==> config.mk <==
export PLATFORM = sky130hd
export DESIGN_NAME = srg_core
export DESIGN_NICKNAME = d
export VERILOG_FILES = /design/src/rtl/srg_pkg.sv /design/src/rtl/srg_clkdiv.sv /design/src/rtl/srg_frame.sv /design/src/rtl/srg_gate.sv /design/src/rtl/srg_core.sv
export SDC_FILE = /design/constraint.sdc
export NUM_CORES = 1
export LEC_CHECK = 0
export BUFFER_PORTS_ARGS = -buffer_cell sky130_fd_sc_hd__buf_2
export CAP_MARGIN = 30
export CORE_UTILIZATION = 50
export DETAILED_ROUTE_END_ITERATION = 12
export PLACE_DENSITY = 0.68
export SYNTH_ARGS = -nofsm -noshare
export SYNTH_HDL_FRONTEND = slang
export SYNTH_SLANG_ARGS = --single-unit
==> constraint.sdc <==
create_clock -name clk -period 3.7 [get_ports clk]
set_input_delay 0.185 -clock clk [delete_from_list [all_inputs] [get_ports clk]]
set_output_delay 0.185 -clock clk [all_outputs]
set_load 0.01 [all_outputs]
==> src/rtl/srg_pkg.sv <==
package srg_pkg;

    // Frame-sync sequencer phase
    typedef enum logic {
        FR_ARM = 1'b0,   // waiting out the start-up bit-clock periods
        FR_RUN = 1'b1    // producing frames
    } fr_mode_t;

    // Pin-side gated outputs
    typedef struct packed {
        logic rx_sck;
        logic tx_sck;
        logic rx_fs;
        logic tx_fs;
        logic tx_oe;
    } pin_out_t;

endpackage

==> src/rtl/srg_clkdiv.sv <==
module srg_clkdiv #(
    parameter int DIV_W = 8
) (
    input  logic             clk,
    input  logic             rst_n,
    input  logic             gen_en,
    input  logic [DIV_W-1:0] div_val,
    output logic             bclk,
    output logic             tick,
    output logic             gen_act
);

    localparam int EXT_W = DIV_W + 1;

    typedef struct packed {
        logic             boot;
        logic             run;
        logic [DIV_W-1:0] div;
        logic [DIV_W-1:0] cnt;
    } cd_state_t;

    cd_state_t st_q, st_d;
    logic [DIV_W-1:0] lim;
    logic [EXT_W-1:0] half;
    logic             wrap;

    always_comb begin
        // boot phase forces divide-by-two; zero divider is clamped to one
        if (st_q.boot || st_q.div == '0) begin
            lim = DIV_W'(1);
        end else begin
            lim = st_q.div;
        end
        half = (EXT_W'(lim) + EXT_W'(1)) >> 1;
        wrap = st_q.run && (st_q.cnt == lim);

        st_d      = st_q;
        st_d.boot = st_q.boot & ~gen_en;
        st_d.run  = gen_en | st_d.boot;
        if (st_d.run && st_q.run && !wrap) begin
            st_d.cnt = st_q.cnt + DIV_W'(1);
        end else begin
            st_d.cnt = '0;
        end
        if (!gen_en) begin
            st_d.div = div_val;
        end
    end

    always_ff @(posedge clk or negedge rst_n) begin
        if (!rst_n) begin
            st_q <= '{boot: 1'b1, run: 1'b1, div: '0, cnt: '0};
        end else begin
            st_q <= st_d;
        end
    end

    assign bclk    = st_q.run && (EXT_W'(st_q.cnt) < half);
    assign tick    = wrap;
    assign gen_act = st_q.run & ~st_q.boot;

endmodule

==> src/rtl/srg_frame.sv <==
module srg_frame
    import srg_pkg::*;
#(
    parameter int PER_W = 12,
    parameter int WID_W = 8,
    parameter int ARM_N = 8
) (
    input  logic             clk,
    input  logic             rst_n,
    input  logic             gen_en,
    input  logic             gen_act,
    input  logic             fs_en,
    input  logic             tick,
    input  logic [PER_W-1:0] frm_per,
    input  logic [WID_W-1:0] frm_wid,
    output logic             fsync
);

    localparam int ARM_W = $clog2(ARM_N + 1);
    localparam int CMP_W = (PER_W > WID_W) ? PER_W : WID_W;

    typedef struct packed {
        fr_mode_t         mode;
        logic [ARM_W-1:0] arm;
        logic [PER_W-1:0] per;
        logic [WID_W-1:0] wid;
        logic [PER_W-1:0] pos;
        logic             fs;
    } fr_state_t;

    fr_state_t        st_q, st_d;
    logic [PER_W-1:0] pos_nx;

    always_comb begin
        st_d   = st_q;
        pos_nx = (st_q.pos == st_q.per) ? '0 : st_q.pos + PER_W'(1);

        if (!(fs_en && gen_act)) begin
            st_d.mode = FR_ARM;
            st_d.arm  = '0;
            st_d.pos  = '0;
            st_d.fs   = 1'b0;
        end else if (tick) begin
            case (st_q.mode)
                FR_ARM: begin
                    if (st_q.arm == ARM_W'(ARM_N - 1)) begin
                        st_d.mode = FR_RUN;
                        st_d.pos  = '0;
                        st_d.fs   = 1'b1;
                    end else begin
                        st_d.arm = st_q.arm + ARM_W'(1);
                    end
                end
                default: begin
                    st_d.pos = pos_nx;
                    st_d.fs  = CMP_W'(pos_nx) <= CMP_W'(st_q.wid);
                end
            endcase
        end

        if (!gen_en) begin
            st_d.per = frm_per;
            st_d.wid = frm_wid;
        end
    end

    always_ff @(posedge clk or negedge rst_n) begin
        if (!rst_n) begin
            st_q <= '{mode: FR_ARM, arm: '0, per: '0, wid: '0, pos: '0, fs: 1'b0};
        end else begin
            st_q <= st_d;
        end
    end

    assign fsync = st_q.fs;

endmodule

==> src/rtl/srg_gate.sv <==
module srg_gate
    import srg_pkg::*;
(
    input  logic     bclk,
    input  logic     fsync,
    input  logic     gen_act,
    input  logic     rx_en,
    input  logic     tx_en,
    input  logic     rx_fs_pol,
    input  logic     tx_fs_pol,
    output pin_out_t pins
);

    always_comb begin
        pins.rx_sck = bclk & gen_act;
        pins.tx_sck = bclk & gen_act;
        pins.rx_fs  = rx_fs_pol ^ (fsync & rx_en);
        pins.tx_fs  = tx_fs_pol ^ (fsync & tx_en);
        pins.tx_oe  = tx_en;
    end

endmodule

==> src/rtl/srg_core.sv <==
module srg_core
    import srg_pkg::*;
#(
    parameter int DIV_W = 8,
    parameter int PER_W = 12,
    parameter int WID_W = 8,
    parameter int ARM_N = 8
) (
    input  logic             clk,
    input  logic             rst_n,
    input  logic             gen_en,
    input  logic             fs_en,
    input  logic             rx_en,
    input  logic             tx_en,
    input  logic [DIV_W-1:0] div_val,
    input  logic [PER_W-1:0] frm_per,
    input  logic [WID_W-1:0] frm_wid,
    input  logic             rx_fs_pol,
    input  logic             tx_fs_pol,
    output logic             bclk,
    output logic             fsync,
    output logic             rx_sck,
    output logic             tx_sck,
    output logic             rx_fs,
    output logic             tx_fs,
    output logic             tx_data_oe
);

    logic     tick;
    logic     gen_act;
    pin_out_t pins;

    srg_clkdiv #(.DIV_W(DIV_W)) u_div (
        .clk     (clk),
        .rst_n   (rst_n),
        .gen_en  (gen_en),
        .div_val (div_val),
        .bclk    (bclk),
        .tick    (tick),
        .gen_act (gen_act)
    );

    srg_frame #(.PER_W(PER_W), .WID_W(WID_W), .ARM_N(ARM_N)) u_frm (
        .clk     (clk),
        .rst_n   (rst_n),
        .gen_en  (gen_en),
        .gen_act (gen_act),
        .fs_en   (fs_en),
        .tick    (tick),
        .frm_per (frm_per),
        .frm_wid (frm_wid),
        .fsync   (fsync)
    );

    srg_gate u_gate (
        .bclk      (bclk),
        .fsync     (fsync),
        .gen_act   (gen_act),
        .rx_en     (rx_en),
        .tx_en     (tx_en),
        .rx_fs_pol (rx_fs_pol),
        .tx_fs_pol (tx_fs_pol),
        .pins      (pins)
    );

    assign rx_sck     = pins.rx_sck;
    assign tx_sck     = pins.tx_sck;
    assign rx_fs      = pins.rx_fs;
    assign tx_fs      = pins.tx_fs;
    assign tx_data_oe = pins.tx_oe;

endmodule

==> impl_metrics.yaml <==
outcome:
  status: "complete, no violations"
clocking:
  worstSkewPairLatency_ns: 0.31
  numCtsBuffers: 5
  clock_tree.root_cell: "clkbuf_8"
  htree_levels: 2
  postCtsResizedCells: 0
  clock-sinks: 56
  clk_pin_slew_ns: 0.10
  cts.path.max_buffers: 2
  cts_tree: "yes"
pwr:
  p_per_area_nw_per_um2: 324
  vdd_drop_max_mv: 0.155
  p_leak_uw: 0.00177
critical_path:
  critPathTopFamily: "simple AND/OR/NAND/NOR gates"
  crit_chain: "nor4_4 -> a31oi_2 -> nand2_1 -> ha_1 -> nand3_1 -> nor3_1 -> nand3_1 -> ha_1 -> nand2b_1 -> nor3_1 -> o21ai_0 -> a21oi_1 -> buf_2"
  cp.buffers_inverters: 1
  cp_slowest_stage_delay_ns: 0.51
  cp.arrival_ns: 3.22
  critical_path_required_ns: 3.51
  r2r_slack_ns: 0.85
  reg2reg_depth: 12
  cp-end-kind: "output port"
  cp.depth: 13
  crit_fanout: 8
  critical_path_class: "flip-flop to output port"
  crit_path_start_kind: "flip-flop"
  cp_slowest_cell: "dfrtp_1"
die:
  io_pins: 43
  rows: 30
  die_y_um: 86.1
  core_area_sq_um: 6790
  die_area_sq_um: 7400
  initial_core_util_pct: 52.0
  die_w_um: 86.1
min_path:
  hp-class: "input port to flip-flop"
  hold_depth: 2
sta:
  final.setup.worst_slack_ns: 0.293
  clock_skew_ns: 0.00961
  setup_viol: 0
  min_period_ns: 3.41
  tns_ns: 0
  hold_ws_ns: 0.0951
  hold_viol: 0
  max_slew_margin_pct: 53.2
  tightest_slew_ns: 0.700
  finalMaxSlewViolations: 0
  rsz0062_at_grt: "no"
  clock.fmax_mhz: 294
  finalCritPeriodShare_pct: 92.1
synth:
  yosysMostFrequentCell: "dfrtp_1"
  yosys.area.top_type: "dfrtp_1"
  yosysWarnings: 0
  synth_edf_count: 0
  synth_cell_types: 56
  syn_area_sq_um: 3530
  synth_top_area_share_pct: 38.3
  avgSynthCellArea_sq_um: 10.2
  ys_seq_area_share_pct: 39.7
  synthFlopType: "dfrtp_1"
  synth_top_cells_by_area: "dfrtp_1 38%, mux2_2 8.9%, xnor2_1 7.7%"
  synth_common_cells: "54 x dfrtp_1, 32 x nor2_1, 31 x xnor2_1"
  postSynthCellCount: 347
  synth-seq-cells: 56
  postSynth.asyncResetShare_pct: 100
  synth_nets: 402
cells_and_area:
  fin_util_pct: 57.1
  antenna_cells: 0
  nFillCells: 613
  multi_input_area_sq_um: 1950
  seqCellArea_sq_um: 1400
  stdcell_area_sq_um: 3880
  syn2layout_area_growth_pct: 9.92
  nets: 434
  drive_gt1_share_pct: 23.9
global_route:
  grt-ovfl-total: 0
  grt_max_degree: 32
  grt_pass1_wl_um: 12200
  grt_usage_pct: 20.9
  antenna_found_initial: 0
  grt_pass1_vias: 2524
route:
  first_iter_violations: 76
  ant_nets: 0
  first_pass_iters: 4
  wl_per_cell_um: 15.0
  avgViaCountPerCell: 5.44
  routed_wl_um: 7130
  vias: 2588
  drcViolationCount: 0
placement:
  port_buffers: 42
  place_ws_ns: 0.652
  gp_congestion: 0.835
  hpwl_um: 5510
  placed_area_sq_um: 3760
job:
  maxCapViolCount: 0
## power breakdown
group	switching, uW	internal, uW
registers	39.4	644
logic	85.0	93.7
clock network	196	201
total	320	939
## state kept, by name (all words and copies together), names as in the netlist
name / count
u_frm.st_q: 37
u_div.st_q: 18
u_frm.fsync: 1
## cells in the final DEF (no fill, tap or decap), types with 2 or more instances in the layout
master	synthesis	layout
buf_2	6	42
ha_1	19	19
o21bai_1	2	2
nor3_1	9	9
dfstp_2	2	2
nand3b_1	2	2
dfrtp_1	54	54
buf_4	2	2
xor2_1	8	8
and4_1	2	2
mux2_2	28	28
nor2b_1	6	6
nand3_1	13	13
or2_2	2	2
nand4_1	12	12
a32oi_1	2	2
a21o_1	5	5
o31ai_1	2	2
inv_1	16	16
and3_1	5	5
a21oi_1	4	4
o21ai_0	6	6
and2_1	2	2
nor2_1	32	32
nand2b_1	3	3
xnor2_1	31	31
clkbuf_8	0	5
mux2i_1	3	3
a211oi_1	4	4
nand2_1	17	17
a221o_1	2	2
a22o_1	11	11
or3_1	2	2
## stage by stage
step | std cells | total power, uW
finish | 476 | 1260
global route | 476 | 1320
CTS | 476 | 1270
detailed placement | 467 | 876
global placement | 467 | 870
floorplan | 347 | 816
## what timing repair did
action                                 4_1_cts  5_1_grt
buffers inserted                             0        0
endpoints found under the hold margin       23        0
hold buffers                                 1        0
## worst reg2reg max path: cells and delay by family, from the launching register on
kind                     cells  cell delay (ns)
flip-flops                   1             0.46
AND/OR/NAND/NOR              3             0.64
AO/OA/AOI/OAI                6             1.02
buffers and inverters        1             0.26
adder cells (fa/ha/maj)      1             0.18
XOR/XNOR                     1             0.20
## cell families (layout without fill, tap and decap cells)
logic type,after synthesis,after routing,synth area share [%]
xor+xnor,39,39,9.67
buf+inv,37,70,4.99
mux,31,31,9.78
fa+ha+maj,19,19,6.73
compound gates,50,50,11.5
flops,56,56,39.7
simple gates,115,115,17.6
## layout make-up
class                           count  area share [%]
Multi-Input combinational cell    254            50.3
Sequential cell                    56            36.2
Timing Repair Buffer               45            6.06
Tap cell                           96            3.09
Clock buffer                        6            1.87
Inverter                           17            1.64
Clock inverter                      2           0.902
## layer usage
layer	vias to the layer above	routed length [um]	GRT usage [%]
li1	1285	-	-
met1	1242	3320	27.8
met2	51	3510	35.9
met3	10	209	3.08
met4	0	90	5.15
met5	-	0	0
## final timing paths
kind                                        to      startpoint
worst max-delay path                    rx_sck  u_div.st_q[11]
worst min-delay path            u_frm.st_q[23]      frm_per[2]
worst max register to register     u_frm.fsync   u_frm.st_q[4]
worst min register to register  u_frm.st_q[18]  u_frm.st_q[18]
max in group asynchronous        u_frm.st_q[5]           rst_n
min in group asynchronous        u_div.st_q[7]           rst_n
Note: power is estimated with default switching activity, not from simulation.
